## config.mk

```make
export PLATFORM = sky130hd
export DESIGN_NAME = dbg_health_seq
export DESIGN_NICKNAME = d
export VERILOG_FILES = /design/src/rtl/dbg_health_pkg.sv /design/src/rtl/dhs_cmd_issuer.sv /design/src/rtl/dhs_wait_budget.sv /design/src/rtl/dhs_status_decode.sv /design/src/rtl/dbg_health_seq.sv
export SDC_FILE = /design/constraint.sdc
export NUM_CORES = 1
export LEC_CHECK = 0
export BUFFER_PORTS_ARGS = -buffer_cell sky130_fd_sc_hd__buf_2
export CAP_MARGIN = 20
export CORE_UTILIZATION = 51
export CTS_CLUSTER_SIZE = 30
export DETAILED_ROUTE_END_ITERATION = 7
export PLACE_DENSITY = 0.8
export SETUP_SLACK_MARGIN = 0.1
export SYNTH_ARGS = -nofsm -noshare
export SYNTH_HDL_FRONTEND = slang
export SYNTH_SLANG_ARGS = --single-unit
export TNS_END_PERCENT = 50
```

## constraint.sdc

```tcl
create_clock -name clk_i -period 2.5 [get_ports clk_i]
set_clock_uncertainty 0.2 [all_clocks]
set_input_delay 0.125 -clock clk_i [delete_from_list [all_inputs] [get_ports clk_i]]
set_output_delay 0.125 -clock clk_i [all_outputs]
set_load 0.01 [all_outputs]
```

## src/rtl/dbg_health_pkg.sv

```systemverilog
package dbg_health_pkg;
  localparam logic [1:0] OP_DP_RD = 2'b00;
  localparam logic [1:0] OP_DP_WR = 2'b01;
  localparam logic [1:0] OP_AP_RD = 2'b10;

  localparam logic [2:0] ACK_OK   = 3'b010;
  localparam logic [2:0] ACK_WAIT = 3'b001;

  localparam logic [7:0] ADR_DP_STAT  = 8'h04;
  localparam logic [7:0] ADR_DP_RDBUF = 8'h0C;
  localparam logic [7:0] ADR_AP_CSW   = 8'h00;
  localparam logic [7:0] ADR_AP_TAR   = 8'h04;

  typedef enum logic [3:0] {
    ST_IDLE,
    ST_STAT_POST,
    ST_STAT_FETCH,
    ST_CLR_WR,
    ST_RB_POST,
    ST_RB_FETCH,
    ST_CSW_POST,
    ST_CSW_FETCH,
    ST_TAR_POST,
    ST_TAR_FETCH
  } step_e;

  typedef enum logic [1:0] {
    IS_IDLE,
    IS_SEND,
    IS_WAIT
  } iss_e;
endpackage

```

## src/rtl/dhs_cmd_issuer.sv

```systemverilog
module dhs_cmd_issuer
  import dbg_health_pkg::*;
#(
  parameter int ADDR_W = 8,
  parameter int DATA_W = 32
) (
  input  logic              clk_i,
  input  logic              rst_ni,
  input  logic              req_i,
  input  logic [1:0]        req_op_i,
  input  logic [ADDR_W-1:0] req_addr_i,
  input  logic [DATA_W-1:0] req_wdata_i,
  output logic              idle_o,
  output logic              fin_o,
  output logic              cmd_valid_o,
  input  logic              cmd_ready_i,
  output logic [1:0]        cmd_op_o,
  output logic [ADDR_W-1:0] cmd_addr_o,
  output logic [DATA_W-1:0] cmd_wdata_o,
  input  logic              rsp_valid_i
);
  iss_e              st_q, st_n;
  logic [1:0]        op_q;
  logic [ADDR_W-1:0] addr_q;
  logic [DATA_W-1:0] wdata_q;
  logic              load_en;

  assign load_en = req_i && (st_q == IS_IDLE);

  always_comb begin
    st_n = st_q;
    case (st_q)
      IS_IDLE: if (req_i) st_n = IS_SEND;
      IS_SEND: if (cmd_ready_i) st_n = IS_WAIT;
      IS_WAIT: if (rsp_valid_i) st_n = IS_IDLE;
      default: st_n = IS_IDLE;
    endcase
  end

  always_ff @(posedge clk_i or negedge rst_ni) begin
    if (!rst_ni) st_q <= IS_IDLE;
    else         st_q <= st_n;
  end

  always_ff @(posedge clk_i or negedge rst_ni) begin
    if (!rst_ni) begin
      op_q    <= '0;
      addr_q  <= '0;
      wdata_q <= '0;
    end else if (load_en) begin
      op_q    <= req_op_i;
      addr_q  <= req_addr_i;
      wdata_q <= req_wdata_i;
    end
  end

  assign idle_o      = (st_q == IS_IDLE);
  assign fin_o       = (st_q == IS_WAIT) && rsp_valid_i;
  assign cmd_valid_o = (st_q == IS_SEND);
  assign cmd_op_o    = op_q;
  assign cmd_addr_o  = addr_q;
  assign cmd_wdata_o = wdata_q;
endmodule

```

## src/rtl/dhs_wait_budget.sv

```systemverilog
module dhs_wait_budget #(
  parameter int MAX_WAIT = 8
) (
  input  logic clk_i,
  input  logic rst_ni,
  input  logic clr_i,
  input  logic inc_i,
  output logic last_o
);
  localparam int CW = (MAX_WAIT < 2) ? 1 : $clog2(MAX_WAIT + 1);

  logic [CW-1:0] cnt_q, cnt_n;
  logic          cnt_en;

  assign cnt_en = clr_i || inc_i;

  always_comb begin
    cnt_n = cnt_q;
    if (clr_i)      cnt_n = '0;
    else if (inc_i) cnt_n = cnt_q + 1'b1;
  end

  always_ff @(posedge clk_i or negedge rst_ni) begin
    if (!rst_ni)     cnt_q <= '0;
    else if (cnt_en) cnt_q <= cnt_n;
  end

  assign last_o = (cnt_q == CW'(MAX_WAIT - 1));
endmodule

```

## src/rtl/dhs_status_decode.sv

```systemverilog
module dhs_status_decode #(
  parameter int DATA_W  = 32,
  parameter int OVR_BIT = 1,
  parameter int ERR_BIT = 5
) (
  input  logic [DATA_W-1:0] stat_i,
  input  logic [DATA_W-1:0] cache_i,
  output logic              ovr_o,
  output logic              err_o,
  output logic              sticky_o,
  output logic              pwr_ok_o,
  output logic [DATA_W-1:0] clr_word_o
);
  localparam logic [DATA_W-1:0] STICKY_MASK =
    (DATA_W'(1) << OVR_BIT) | (DATA_W'(1) << ERR_BIT);

  assign ovr_o      = stat_i[OVR_BIT];
  assign err_o      = stat_i[ERR_BIT];
  assign sticky_o   = |(stat_i & STICKY_MASK);
  assign pwr_ok_o   = &stat_i[DATA_W-1 -: 4];
  assign clr_word_o = cache_i | STICKY_MASK;
endmodule

```

## src/rtl/dbg_health_seq.sv

```systemverilog
module dbg_health_seq
  import dbg_health_pkg::*;
#(
  parameter int ADDR_W   = 8,
  parameter int DATA_W   = 32,
  parameter int MAX_WAIT = 8,
  parameter int OVR_BIT  = 1,
  parameter int ERR_BIT  = 5
) (
  input  logic              clk_i,
  input  logic              rst_ni,
  input  logic              start_i,
  input  logic [DATA_W-1:0] ctrl_cache_i,
  output logic              cmd_valid_o,
  input  logic              cmd_ready_i,
  output logic [1:0]        cmd_op_o,
  output logic [ADDR_W-1:0] cmd_addr_o,
  output logic [DATA_W-1:0] cmd_wdata_o,
  input  logic              rsp_valid_i,
  input  logic [2:0]        rsp_ack_i,
  input  logic [DATA_W-1:0] rsp_data_i,
  output logic              done_o,
  output logic              err_o,
  output logic              ovr_o,
  output logic              pwr_req_o,
  output logic [DATA_W-1:0] csw_o,
  output logic [DATA_W-1:0] tar_o
);
  localparam logic [ADDR_W-1:0] A_STAT  = ADDR_W'(ADR_DP_STAT);
  localparam logic [ADDR_W-1:0] A_RDBUF = ADDR_W'(ADR_DP_RDBUF);
  localparam logic [ADDR_W-1:0] A_CSW   = ADDR_W'(ADR_AP_CSW);
  localparam logic [ADDR_W-1:0] A_TAR   = ADDR_W'(ADR_AP_TAR);

  step_e             step_q, step_n;
  logic              pend_q, pend_n;
  logic [DATA_W-1:0] cache_q, cache_n;
  logic              done_q, done_n;
  logic              err_q, err_n;
  logic              ovr_q, ovr_n;
  logic              pwr_q, pwr_n;
  logic [DATA_W-1:0] csw_q, csw_n;
  logic [DATA_W-1:0] tar_q, tar_n;

  logic              req;
  logic [1:0]        req_op;
  logic [ADDR_W-1:0] req_addr;
  logic [DATA_W-1:0] req_wdata;
  logic              iss_idle, iss_fin;
  logic              bud_clr, bud_inc, bud_last;
  logic              dec_ovr, dec_err, dec_sticky, dec_pwr_ok;
  logic [DATA_W-1:0] clr_word;
  logic              start_take;

  dhs_cmd_issuer #(.ADDR_W(ADDR_W), .DATA_W(DATA_W)) i_issuer (
    .clk_i       (clk_i),
    .rst_ni      (rst_ni),
    .req_i       (req),
    .req_op_i    (req_op),
    .req_addr_i  (req_addr),
    .req_wdata_i (req_wdata),
    .idle_o      (iss_idle),
    .fin_o       (iss_fin),
    .cmd_valid_o (cmd_valid_o),
    .cmd_ready_i (cmd_ready_i),
    .cmd_op_o    (cmd_op_o),
    .cmd_addr_o  (cmd_addr_o),
    .cmd_wdata_o (cmd_wdata_o),
    .rsp_valid_i (rsp_valid_i)
  );

  dhs_wait_budget #(.MAX_WAIT(MAX_WAIT)) i_budget (
    .clk_i  (clk_i),
    .rst_ni (rst_ni),
    .clr_i  (bud_clr),
    .inc_i  (bud_inc),
    .last_o (bud_last)
  );

  dhs_status_decode #(.DATA_W(DATA_W), .OVR_BIT(OVR_BIT), .ERR_BIT(ERR_BIT)) i_decode (
    .stat_i     (rsp_data_i),
    .cache_i    (cache_q),
    .ovr_o      (dec_ovr),
    .err_o      (dec_err),
    .sticky_o   (dec_sticky),
    .pwr_ok_o   (dec_pwr_ok),
    .clr_word_o (clr_word)
  );

  // Command selected by the current step
  always_comb begin
    req_op    = OP_DP_RD;
    req_addr  = A_RDBUF;
    req_wdata = '0;
    case (step_q)
      ST_STAT_POST, ST_RB_POST: req_addr = A_STAT;
      ST_CLR_WR: begin
        req_op    = OP_DP_WR;
        req_addr  = A_STAT;
        req_wdata = clr_word;
      end
      ST_CSW_POST: begin
        req_op   = OP_AP_RD;
        req_addr = A_CSW;
      end
      ST_TAR_POST: begin
        req_op   = OP_AP_RD;
        req_addr = A_TAR;
      end
      default: ;
    endcase
  end

  assign start_take = (step_q == ST_IDLE) && start_i;

  // Next-state process
  always_comb begin
    step_n  = step_q;
    pend_n  = pend_q;
    cache_n = cache_q;
    done_n  = 1'b0;
    err_n   = err_q;
    ovr_n   = ovr_q;
    pwr_n   = pwr_q;
    csw_n   = csw_q;
    tar_n   = tar_q;
    req     = 1'b0;
    bud_clr = 1'b0;
    bud_inc = 1'b0;

    if (step_q == ST_IDLE) begin
      if (start_i) begin
        step_n  = ST_STAT_POST;
        pend_n  = 1'b0;
        cache_n = ctrl_cache_i;
        err_n   = 1'b0;
        ovr_n   = 1'b0;
        pwr_n   = 1'b0;
        csw_n   = '0;
        tar_n   = '0;
        bud_clr = 1'b1;
      end
    end else if (!pend_q) begin
      req = iss_idle;
      if (iss_idle) pend_n = 1'b1;
    end else if (iss_fin) begin
      pend_n = 1'b0;
      case (step_q)
        ST_STAT_POST: step_n = ST_STAT_FETCH;
        ST_STAT_FETCH: begin
          if (rsp_ack_i == ACK_OK) begin
            ovr_n = dec_ovr;
            if (!dec_sticky) begin
              step_n = ST_IDLE;
              done_n = 1'b1;
            end else if (!dec_pwr_ok) begin
              err_n  = 1'b1;
              pwr_n  = 1'b1;
              step_n = ST_IDLE;
              done_n = 1'b1;
            end else begin
              step_n = ST_CLR_WR;
            end
          end else if (rsp_ack_i == ACK_WAIT && !bud_last) begin
            bud_inc = 1'b1;
            step_n  = ST_STAT_POST;
          end else begin
            err_n  = 1'b1;
            step_n = ST_IDLE;
            done_n = 1'b1;
          end
        end
        ST_CLR_WR:   step_n = ST_RB_POST;
        ST_RB_POST:  step_n = ST_RB_FETCH;
        ST_RB_FETCH: step_n = ST_CSW_POST;
        ST_CSW_POST: step_n = ST_CSW_FETCH;
        ST_CSW_FETCH: begin
          csw_n  = rsp_data_i;
          step_n = ST_TAR_POST;
        end
        ST_TAR_POST: step_n = ST_TAR_FETCH;
        ST_TAR_FETCH: begin
          tar_n  = rsp_data_i;
          err_n  = 1'b1;
          step_n = ST_IDLE;
          done_n = 1'b1;
        end
        default: step_n = ST_IDLE;
      endcase
    end
  end

  // Register process
  always_ff @(posedge clk_i or negedge rst_ni) begin
    if (!rst_ni) begin
      step_q <= ST_IDLE;
      pend_q <= 1'b0;
      done_q <= 1'b0;
      err_q  <= 1'b0;
      ovr_q  <= 1'b0;
      pwr_q  <= 1'b0;
      csw_q  <= '0;
      tar_q  <= '0;
    end else begin
      step_q <= step_n;
      pend_q <= pend_n;
      done_q <= done_n;
      err_q  <= err_n;
      ovr_q  <= ovr_n;
      pwr_q  <= pwr_n;
      csw_q  <= csw_n;
      tar_q  <= tar_n;
    end
  end

  always_ff @(posedge clk_i or negedge rst_ni) begin
    if (!rst_ni)         cache_q <= '0;
    else if (start_take) cache_q <= cache_n;
  end

  assign done_o    = done_q;
  assign err_o     = err_q;
  assign ovr_o     = ovr_q;
  assign pwr_req_o = pwr_q;
  assign csw_o     = csw_q;
  assign tar_o     = tar_q;
endmodule

```

# [Word-level counts from Yosys, hierarchy flattened]
# Index checks and enable logic that the tools add are counted.
[classes] n_mux=68 addsub=1 n_eq_ne=22 n_reduce_logical=30
[ops] op="32-bit 2-to-1 mux" n=10
[ops] op="1-bit 2-to-1 mux" n=40
[ops] op="4-bit one-hot mux with 8 select lines" n=1
[ops] op="4-bit 2-to-1 mux" n=7
[ops] op="4-bit by 3-bit == test with 1-bit output (second input constant)" n=5
[ops] op="2-bit nonzero test" n=8
[ops] op="7-bit AND reduction" n=2
[ops] op="4-bit != test (second input constant)" n=3
[ops] op="4-bit AND reduction" n=3
[ops] op="2-bit 2-to-1 mux" n=5
[ops] op="3-bit AND reduction" n=3
[ops] op="4-bit by 2-bit == test with 1-bit output (second input constant)" n=2
[ops] op="4-bit == test (second input constant)" n=2
[ops] op="4-bit one-hot mux with 2 select lines" n=1
[ops] op="2-bit by 1-bit != test with 1-bit output (second input constant)" n=3
[ops] op="2-bit one-hot mux with 3 select lines" n=1
[ops] op="5-bit AND reduction" n=1
[ops] op="4-bit by 1-bit adder with 4-bit output (second input constant)" n=1
[ops] op="4-bit by 1-bit == test with 1-bit output (second input constant)" n=1
[ops] op="1-bit logical AND" n=4
[ops] op="4-bit zero test" n=1
[ops] op="2-bit != test (second input constant)" n=2
[ops] op="1-bit one-hot mux with 2 select lines" n=2
[ops] op="2-bit one-hot mux with 2 select lines" n=1
[ops] op="11 further kinds" n=12
[word_totals] output_inout_bits=111 input_bits=72 reg_bits=153 elab_cells=135

# [Longest topological paths before layout]
# Gate-level depths: netlist (run 1).
[logic_depth] ltp_word=11 depth_mapped=7 mapped_depth_nobuf=5

# [Cells and area by module]
# From an unflattened synthesis (run 1), not the netlist that was laid out.
[unflattened] hier_cells=575 hier_area_um2=6965.4
[by_module_without_submodules] module="dbg_health_seq" area_per_inst_um2=4798.4 cells_each=420 seq_area_each_um2=2627.5 n_inst=1
[by_module_without_submodules] module="dhs_cmd_issuer" area_per_inst_um2=1692.9 cells_each=100 seq_area_each_um2=1101.1 n_inst=1
[by_module_without_submodules] module="dhs_status_decode" area_per_inst_um2=274.0 cells_each=37 seq_area_each_um2=0.0 n_inst=1
[by_module_without_submodules] module="dhs_wait_budget" area_per_inst_um2=200.2 cells_each=18 seq_area_each_um2=100.1 n_inst=1

# [Worst setup path after synthesis (run 1)]
# OpenSTA, ideal clock, no wires.
[synth_path] path_kind="reg-to-reg" from="reg step_q[3]" to="reg i_budget.cnt_q[3]" path_slack_ns=0.168 stages_incl_launch_ff=7 t_arrival_ns=2.054 path_cell_list="dfrtp_1 -> buf_6 -> or4b_4 -> or4b_1 -> buf_2 -> or3_1 -> a21oi_1"
[synth_between] elab_chain_cells=7 word_cells_on_any_way=11 cone_classes="1 x eq/ne; 6 x mux; 4 x reduce/logical"
[synth_lines] element="from (decl)" line_no="dbg_health_seq.sv:34" rtl="step_e step_q, step_n;"
[synth_lines] element="from (signal assigned)" line_no="dbg_health_seq.sv:204" rtl="step_q <= step_n;"
[synth_lines] element="4-bit by 2-bit == test with 1-bit output" line_no="dbg_health_seq.sv:147" rtl="case (step_q)"
[synth_lines] element="1-bit 2-to-1 mux" line_no="dbg_health_seq.sv:147"
[synth_lines] element="1-bit 2-to-1 mux" line_no="dbg_health_seq.sv:145" rtl="end else if (iss_fin) begin"
[synth_lines] element="1-bit 2-to-1 mux" line_no="dbg_health_seq.sv:142" rtl="end else if (!pend_q) begin"
[synth_lines] element="1-bit 2-to-1 mux" line_no="dbg_health_seq.sv:130" rtl="if (step_q == ST_IDLE) begin"
[synth_lines] element="2-bit nonzero test (no line) or 1-bit logical OR (tied branches)"
[synth_lines] element="2-bit AND reduction (no line)"
[synth_lines] element="to (signal assigned)" line_no="dhs_wait_budget.sv:25" rtl="else if (cnt_en) cnt_q <= cnt_n;"
[synth_lines] element="to (decl)" line_no="dhs_wait_budget.sv:12" rtl="logic [CW-1:0] cnt_q, cnt_n;"
# Several ways; a longest one is shown, not always the timed one.
# A chain may end at the register's enable or synchronous reset.

# [Worst setup path after layout (run 1)]
[layout_path] from="reg step_q[0]" to="reg i_budget.cnt_q[3]"
# The elaborated chain is that of the path after synthesis.

==> flow_summary_export.csv, run 1 <==
group,metric,value,unit
outcome,status,"completed",
critical_path,required,2620,ps
global_route,grt_usage,29.42,%
layout,area_delta_synth_final,40.39,%
logic_synthesis,seq_area_frac_synth,61.82,%
drt,avgViaCountPerCell,5.720,
critical_path,ff2ff_path_depth,4,
logic_synthesis,ys_types,44,
logic_synthesis,ys_ff_latch,144,
critical_path,critPathCaptureType,"flip-flop",
critical_path,startpoint,"step_q[0]",
floorplan,core_area,0.01098,mm^2
placed_design,gp_congestion,0.8887,
floorplan,die_h,108.9,um
layout,fin_area,0.008184,mm^2
timing,fin_tns_setup,0,ps
placed_design,portBuffers,174,
timing,setup_viol,0,
clock_network,cts_buffer_depth,2,
global_route,grt_pass1_wl,26630,um
placed_design,hpwl,9683,um
timing,fin_crit,2329,ps
clock_network,cts.sinks,144,
drt,drcViolationCount,0,
logic_synthesis,netlist_instances,548,
floorplan,dieWidth,108.9,um
layout,drive_gt1_share,29.79,%
global_route,grt_pass1_vias,5441,
layout,stdcell_count,939,
layout,nets,859,
floorplan,num_io_pins,183,
pwr,vdd_drop_max,666.9,uV
critical_path,path_max_fanout,5,
placed_design,dp.cells,840,
clock_network,cts_tree,"yes",
drt,wirelength,16550,um
logic_synthesis,async_flop_share,100.0,%
layout,mostFrequentLayoutCell,"buf_2",
timing,worst_pin_slew,688.7,ps
layout,layout_common_cells,"buf_2, dfrtp_1, nand2_1",
global_route,globalRoute.totalOverflow,0,
global_route,grt_max_degree,63,
timing,rsz0062_at_grt,"false",
drt,vias,5371,
floorplan,row_count,38,
global_route,antenna_found_initial,0,
worst_hold_path,hold_class,"input port to flip-flop",
clock_network,clk_pin_slew_worst_paths,60,ps
drt,dr.pass1.iters,7,
drt,drt_iter0_drc,497,
floorplan,die_area,0.01186,mm^2
clock_network,cts-buffers-inserted,17,
run,drv_cap,0,
pwr,power.leakage,4.313,nW
placed_design,dp_slack,66.99,ps
timing,hold_viol_final,0,
critical_path,r2r_start,"step_q[0]",
logic_synthesis,syn_area,0.005829,mm^2
layout,nFillCells,740,
timing,worst_slack,170.9,ps
drt,wl_per_cell,17.62,um
placed_design,postPlaceCellArea,0.006885,mm^2
clock_network,cts_root_buffer,"clkbuf_16",
logic_synthesis,synth_edf_count,0,
timing,fmaxAchievable,429.3,MHz
clock_network,clkLatencyLatePin,410,ps
timing,relSlewSlack,53.98,%
timing,post-route-period-util,93.16,%
logic_synthesis,yosys_most_used_dff,"dfrtp_1",
pwr,p_per_area,1068,mW/mm^2
critical_path,path_class,"flip-flop to flip-flop",
critical_path,cp-start-kind,"flip-flop",
layout,diodes,0,
worst_hold_path,min_path_cells,5,
clock_network,cts_max_level,4,
logic_synthesis,synth.avg_cell_area,10.64,um^2
drt,antenna_left,0,
floorplan,start_util,53.08,%
timing,drv_slew,0,
worst_hold_path,worstHoldStart,"rsp_ack_i[0]",
critical_path,crit_arrival,2450,ps
logic_synthesis,synth_warnings,0,
area by class of cell:
type | instances | area [um^2] | area share [%]
tap | 140 | 175.2 | 2.140
timing repair buffer | 263 | 1725 | 21.08
sequential | 144 | 3603 | 44.03
multi-input combinational | 324 | 1922 | 23.48
clock buffer | 21 | 470.5 | 5.748
inverter | 36 | 135.1 | 1.651
clock inverter | 11 | 152.6 | 1.865
flip-flops by register name (all words and copies together), names as in the netlist, 2 cells and up:
register / cells
cache_q: 30
i_issuer.st_q: 2
i_issuer.cmd_wdata_o: 31
i_issuer.cmd_addr_o: 2
tar_o: 32
i_issuer.cmd_op_o: 2
step_q: 4
csw_o: 32
i_budget.cnt_q: 4
power by group:
part	switching [mW]	total, mW	internal [mW]	leakage [nW]
clock network	0.988	2.65	1.66	0.296
logic	1.55	2.63	1.07	2.08
registers	0.429	3.46	3.03	1.93
total	2.97	8.74	5.77	4.31
kinds of logic (layout without fill, tap and decap cells):
logic type | Yosys count | in the layout | share of synthesized area, %
adders and majority gates | 1 | 1 | 0.2146
muxes | 1 | 1 | 0.1717
and+or+nand+nor | 186 | 186 | 15.65
buffers and inverters | 85 | 331 | 6.074
DFF | 144 | 144 | 61.82
other | 1 | 6 | 0.06433
AOI/OAI and AO/OA | 130 | 130 | 16.01
synthesized netlist by cell type (2+ instances only):
cell	n	share of area, %
a211oi_1	2	0.26
a21o_1	7	0.90
a21oi_1	7	0.60
a22o_1	61	9.2
a31oi_1	2	0.21
and3_1	2	0.21
buf_4	7	0.90
clkbuf_1	40	2.6
dfrtp_1	144	62
inv_1	36	2.3
nand2_1	102	6.6
nand3_1	4	0.34
nand3b_1	4	0.52
nand4_1	34	3.6
nand4b_1	2	0.30
nor2_1	12	0.77
nor2b_1	2	0.21
nor3_1	5	0.43
nor4_1	3	0.32
o21ai_0	43	3.7
o41ai_1	2	0.30
or2_2	2	0.21
or3_1	2	0.21
or3b_2	2	0.30
or4_1	2	0.26
repair_timing:
action                                  in CTS  in global routing
gates resized for setup                      1                  0
buffers inserted                             0                  0
hold buffers                                67                  0
endpoints found under the setup margin       8                  1
pin swaps                                    0                  1
endpoints found under the hold margin      220                  0
per-stage QoR:
step	hold WS, ps	utilization (%)	total power, mW
2_1_floorplan	-370.6	-	4.884
3_3_place_gp	-62.36	62.69	5.833
3_5_place_dp	-54.10	62.69	5.947
4_1_cts	17.63	74.52	8.702
5_1_grt	59.59	74.52	9.202
6_report	38.89	74.52	8.737
worst max-delay path, stage by stage, from the launching register on:
cell	delay [ps]
dfrtp_1	410
or4b_4	580
or4b_1	510
or3_1	370
a21oi_1	170
metal layers:
| metal | vias up | track usage (%) | wire length [um] |
|---|---|---|---|
| li1 | 2373 | - | - |
| met3 | 50 | 6.396 | 1302 |
| met5 | - | 0 | 0 |
| met1 | 2643 | 37.62 | 6716 |
| met2 | 305 | 47.12 | 8036 |
| met4 | 0 | 15.15 | 493 |
path summary, 6_finish.rpt:
kind / slack, ps / end
max: 170 / i_budget.cnt_q[3]
min: 40 / ovr_o
max reg2reg: 170 / i_budget.cnt_q[3]
min reg2reg: 280 / cache_q[14]
max in group asynchronous: 1280 / csw_o[26]
min in group asynchronous: 60 / i_issuer.st_q[0]
Power figures use the tool's default switching activity.
==> run 2, diff against run 1 <==
--- a/config.mk
+++ b/config.mk
@@ -7,11 +7,12 @@
 export LEC_CHECK = 0
 export BUFFER_PORTS_ARGS = -buffer_cell sky130_fd_sc_hd__buf_2
 export CAP_MARGIN = 20
-export CORE_UTILIZATION = 51
+export CORE_UTILIZATION = 46
 export CTS_CLUSTER_SIZE = 30
 export DETAILED_ROUTE_END_ITERATION = 7
-export PLACE_DENSITY = 0.8
+export PLACE_DENSITY = 0.76
 export SETUP_SLACK_MARGIN = 0.1
+export SLEW_MARGIN = 20
 export SYNTH_ARGS = -nofsm -noshare
 export SYNTH_HDL_FRONTEND = slang
 export SYNTH_SLANG_ARGS = --single-unit
==> constraint.sdc (replaced) <==
create_clock -name clk_i -period 2 [get_ports clk_i]
set_clock_uncertainty 0.2 [all_clocks]
set_input_delay 0.1 -clock clk_i [delete_from_list [all_inputs] [get_ports clk_i]]
set_output_delay 0.1 -clock clk_i [all_outputs]
set_load 0.01 [all_outputs]
==> flow_summary_export.csv, run 2 (synthesized netlist as in run 1, its figures left out) <==
group,metric,value,unit
run,drv_cap,0,
layout,mostFrequentLayoutCell,"buf_2",
outcome,violations,"negative setup slack",
floorplan,core_area,0.01216,mm^2
floorplan,row_count,40,
placed_design,dp.cells,875,
timing,fin_tns_setup,-629.1,ps
pwr,intPower,7.451,mW
critical_path,ff2ff_path_depth,4,
placed_design,hpwl,10160,um
worst_hold_path,worstHoldStart,"rsp_ack_i[1]",
drt,drt_iter0_drc,470,
drt,antenna_left,0,
floorplan,die_h,114.6,um
timing,hold_viol_final,0,
global_route,globalRoute.totalOverflow,0,
drt,wirelength,19200,um
layout,layout_common_cells,"buf_2, dfrtp_1, nand2_1",
placed_design,portBuffers,174,
global_route,grt_max_degree,62,
timing,rsz0062_at_grt,"true",
critical_path,crit_chain,"or4b_4, or4b_4, or3_4, a21oi_2",
drt,avgViaCountPerCell,5.550,
clock_network,cts.sinks,144,
layout,area_delta_synth_final,49.92,%
pwr,p_sw,3.914,mW
drt,wl_per_cell,19.36,um
timing,whs,35.91,ps
drt,drcViolationCount,0,
drt,vias,5506,
pwr,vdd_drop_max,657.5,uV
global_route,grt_pass1_vias,5542,
layout,drive_gt1_share,33.17,%
clock_network,cts_tree,"yes",
clock_network,clkLatencyLatePin,410,ps
pwr,comb_power_share,33.7,%
global_route,grt_usage,28.99,%
layout,nets,883,
timing,drv_slew,0,
critical_path,r2r_slack,-190,ps
pwr,p_per_area,1300,mW/mm^2
floorplan,die_area,0.01313,mm^2
critical_path,crit-reg2reg-capture,"i_budget.cnt_q[3]",
timing,setup_viol,9,
timing,fmaxAchievable,456.9,MHz
timing,post-route-period-util,109.4,%
clock_network,cts-buffers-inserted,17,
global_route,antenna_found_initial,0,
pwr,swShare,34.44,%
critical_path,path_class,"flip-flop to flip-flop",
layout,stdcell_count,992,
outcome,status,"finished with violations",
floorplan,start_util,47.93,%
global_route,grt_pass1_wl,28690,um
floorplan,dieWidth,114.6,um
pwr,seqPwrFrac,38.1,%
critical_path,path_buf_inv,0,
placed_design,gp_congestion,0.8531,
critical_path,r2r_start,"step_q[3]",
drt,dr.pass1.iters,5,
pwr,power.leakage,4.536,nW
critical_path,cp_top_family,"simple AND/OR/NAND/NOR gates",
worst_hold_path,hold_class,"input port to flip-flop",
timing,worst_slack,-188.9,ps
floorplan,num_io_pins,183,
worst_hold_path,min_path_cells,5,
pwr,clkPwrFrac,28.1,%
critical_path,crit_arrival,2330,ps
clock_network,clk_pin_slew_worst_paths,60,ps
critical_path,cpMostUsedCell,"or4b_4",
timing,fin_crit,2189,ps
clock_network,cts_max_level,4,
critical_path,path_max_fanout,3,
critical_path,slowest_stage,"or4b_4",
worst_hold_path,worstHoldEndpoint,"i_budget.cnt_q[3]",
critical_path,cp-start-kind,"flip-flop",
critical_path,cpPeakStageDelay,540,ps
critical_path,required,2140,ps
clock_network,cts_buffer_depth,2,
critical_path,critPathCaptureType,"flip-flop",
clock_network,cts_root_buffer,"clkbuf_16",
-- run 2: power by group through the flow --
stage	sequential [mW]	clock (mW)	combinational (mW)
2_1_floorplan	4.51	0	1.59
6_report	4.33	3.20	3.83
3_5_place_dp	4.32	0	3.32
5_1_grt	4.43	3.36	4.14
4_1_cts	4.29	3.24	3.58
3_3_place_gp	4.28	0	3.21
-- run 2: worst register-to-register path: cells and delay by family (launching register included) --
| kind | cells | cell delay, ps |
|---|---|---|
| flops | 1 | 380 |
| simple gates | 3 | 1410 |
| compound gates | 1 | 130 |
-- run 2: worst max-delay path by stage --
| stage | from | endpoint | cells past startpoint |
|---|---|---|---|
| after detailed placement | step_q[0] | i_budget.cnt_q[3] | 4 |
| after global routing | step_q[3] | i_budget.cnt_q[2] | 5 |
| after global placement | step_q[0] | i_budget.cnt_q[3] | 4 |
| final | step_q[3] | i_budget.cnt_q[3] | 4 |
| after CTS | step_q[3] | i_budget.cnt_q[3] | 4 |
| after floorplan | step_q[3] | i_budget.cnt_q[3] | 6 |
-- run 2: cell type report --
cell class,instances,area [um^2]
Antenna cell,1,2.502
Timing Repair Buffer,287,2170
Inverter,36,135.1
Tap cell,168,210.2
Multi-Input combinational cell,324,2022
Fill cell,814,3422
Sequential cell,144,3603
Clock buffer,20,456.7
Clock inverter,12,140.1
-- run 2: repair_timing --
action	in CTS	in global routing
setup buffers	4	5
hold buffers	69	0
cloned	2	4
gates resized for setup	15	19
endpoints found under the setup margin	37	100
endpoints found under the hold margin	245	0
pin swaps	24	35
-- run 2: stage by stage --
stage / util, % / instance area, um^2 / power (mW) / worst slack, ps
after CTS: 70.11 / 8527 / 11.11 / -226.4
after floorplan: - / 5848 / 6.105 / -332.5
after detailed placement: 58.26 / 7086 / 7.643 / -294.1
final: 71.86 / 8740 / 11.37 / -188.9
after global placement: 58.26 / 7086 / 7.486 / -183.3
after global routing: 71.84 / 8737 / 11.93 / -227.2
-- run 2: routing by layer --
metal / track usage [%] / up-vias / wire (um)
met5: 0 / - / 0
met4: 13.68 / 0 / 459
met3: 8.841 / 38 / 1494
met2: 49.05 / 288 / 9737
met1: 33.73 / 2744 / 7510
li1: - / 2436 / -
==> run 3, diff against run 2 <==
==> constraint.sdc (replaced) <==
create_clock -name clk_i -period 2 [get_ports clk_i]
set_clock_uncertainty 0.2 [all_clocks]
set_input_delay 0.1 -clock clk_i [delete_from_list [all_inputs] [get_ports clk_i]]
set_output_delay 0.1 -clock clk_i [all_outputs]
set_load 0.1 [all_outputs]
==> flow_summary_export.csv, run 3 (synthesized netlist as in run 1, its figures left out) <==
group,metric,value,unit
outcome,status,"finished with violations",
outcome,violations,"negative setup slack",
floorplan,start_util,47.93,%
global_route,grt-busiest-layer,"met2",
floorplan,core_area,0.01216,mm^2
layout,area_delta_synth_final,53.85,%
timing,setup_viol,3,
floorplan,num_io_pins,183,
drt,antenna_left,0,
clock_network,cts_tree,"yes",
critical_path,crit_arrival,2310,ps
global_route,grt_usage,28.18,%
clock_network,cts-buffers-inserted,17,
pwr,p_per_area,1757,mW/mm^2
pwr,vdd_drop_max,867.6,uV
clock_network,cts_max_level,4,
drt,avgViaCountPerCell,5.497,
worst_hold_path,min_path_cells,5,
drt,wirelength,18570,um
critical_path,path_max_fanout,4,
drt,wl_per_cell,18.51,um
critical_path,path_class,"flip-flop to flip-flop",
critical_path,critPathCaptureType,"flip-flop",
placed_design,gp_congestion,0.8626,
timing,relSlewSlack,62.63,%
floorplan,row_count,40,
clock_network,clk_pin_slew_worst_paths,60,ps
timing,fmaxAchievable,458.6,MHz
placed_design,hpwl,10520,um
timing,worst_slack,-180.7,ps
worst_hold_path,hold_class,"input port to flip-flop",
clock_network,cts_buffer_depth,2,
drt,drcViolationCount,0,
timing,hold_viol_final,0,
global_route,grt_util_met1,32.74,%
timing,whs,12.25,ps
layout,mostFrequentLayoutCell,"buf_2",
clock_network,cts_root_buffer,"clkbuf_16",
floorplan,die_h,114.6,um
critical_path,crit-reg2reg-capture,"i_budget.cnt_q[3]",
global_route,grt_pass1_wl,28090,um
timing,fin_crit,2181,ps
critical_path,required,2130,ps
global_route,grt_max_degree,57,
pwr,power.leakage,4.656,nW
drt,vias,5513,
worst_hold_path,worstHoldEndpoint,"i_budget.cnt_q[0]",
global_route,globalRoute.totalOverflow,0,
timing,post-route-period-util,109.0,%
global_route,grt_use_met3,7.464,%
placed_design,portBuffers,174,
critical_path,r2r_slack,-180,ps
critical_path,ff2ff_path_depth,4,
layout,nets,896,
run,drv_cap,0,
worst_hold_path,worstHoldStart,"rsp_ack_i[2]",
critical_path,r2r_start,"step_q[2]",
pwr,power,15.76,mW
layout,layout_common_cells,"buf_2, dfrtp_1, nand2_1",
layout,drive_gt1_share,34.61,%
global_route,antenna_found_initial,0,
timing,rsz0062_at_grt,"true",
layout,diodes,0,
layout,final_util,73.74,%
global_route,grt_pass1_vias,5546,
timing,worst_pin_slew,560.6,ps
clock_network,clkLatencyLatePin,410,ps
floorplan,die_area,0.01313,mm^2
global_route,grt_use_met2,49.01,%
critical_path,cp-start-kind,"flip-flop",
drt,dr.pass1.iters,5,
floorplan,dieWidth,114.6,um
clock_network,cts.sinks,144,
drt,drt_iter0_drc,570,
timing,drv_slew,0,
run 3: cell types whose count changed in the layout (fill, tap and decap cells not counted), moves of 2 or more:
cell / delta
bufinv_16: +2
clkinv_2: -6
buf_6: +5
o21ai_1: +23
nand3_2: +2
clkbuf_8: +3
buf_4: +9
nand3_1: -2
dlygate4sd3_1: -3
o21ai_0: -24
run 3: per-layer routing:
layer  vias up  wire, um
met3        48      1361
met4         0       434
li1       2464         -
met2       317      9538
met5         -         0
met1      2684      7231
run 3: through the flow:
stage	cells	worst slack, ps	setup TNS (ps)	cell area (um^2)
6_report	1003	-180.7	-427.2	8969
3_3_place_gp	882	-210.2	-436.7	7141
2_1_floorplan	553	-332.5	-10370	5851
4_1_cts	989	-187.3	-493.6	8667
5_1_grt	1003	-237.4	-981.5	8969
3_5_place_dp	882	-254.9	-647.7	7141
run 3: area by class of cell:
type / instances / area [um^2]
sequential: 144 / 3603
fill: 786 / 3193
timing repair buffer: 300 / 2331
multi-input combinational: 324 / 2017
clock buffer: 22 / 494.2
tap: 168 / 210.2
clock inverter: 9 / 177.7
inverter: 36 / 135.1
run 3: worst max-delay path: stages (launching register included):
cell	delay (ps)
dfrtp_1	370
or4b_4	540
or4b_4	520
or3_4	340
a21oi_2	130
run 3: worst max-delay path by stage:
stage | from | end | slack, ps | cells past startpoint
floorplan | step_q[3] | i_budget.cnt_q[3] | -330 | 6
global placement | step_q[0] | i_budget.cnt_q[3] | -210 | 4
detailed placement | step_q[0] | i_budget.cnt_q[3] | -250 | 4
CTS | step_q[2] | i_budget.cnt_q[3] | -190 | 4
global route | step_q[2] | i_budget.cnt_q[3] | -240 | 4
finish | step_q[2] | i_budget.cnt_q[3] | -180 | 4
run 3: timing repair:
action / in CTS / in global routing
setup buffers: 7 / 10
pin swaps: 52 / 16
hold buffers: 66 / 0
endpoints found under the setup margin: 69 / 134
endpoints found under the hold margin: 244 / 0
resized for setup: 18 / 46
gates cloned: 3 / 5
run 3: power by group:
part / internal, mW / switching [mW] / leakage (nW)
Clock: 2.37 / 1.18 / 0.320
Combinational: 1.74 / 6.14 / 2.40
Sequential: 3.79 / 0.528 / 1.93
Total: 7.91 / 7.85 / 4.66
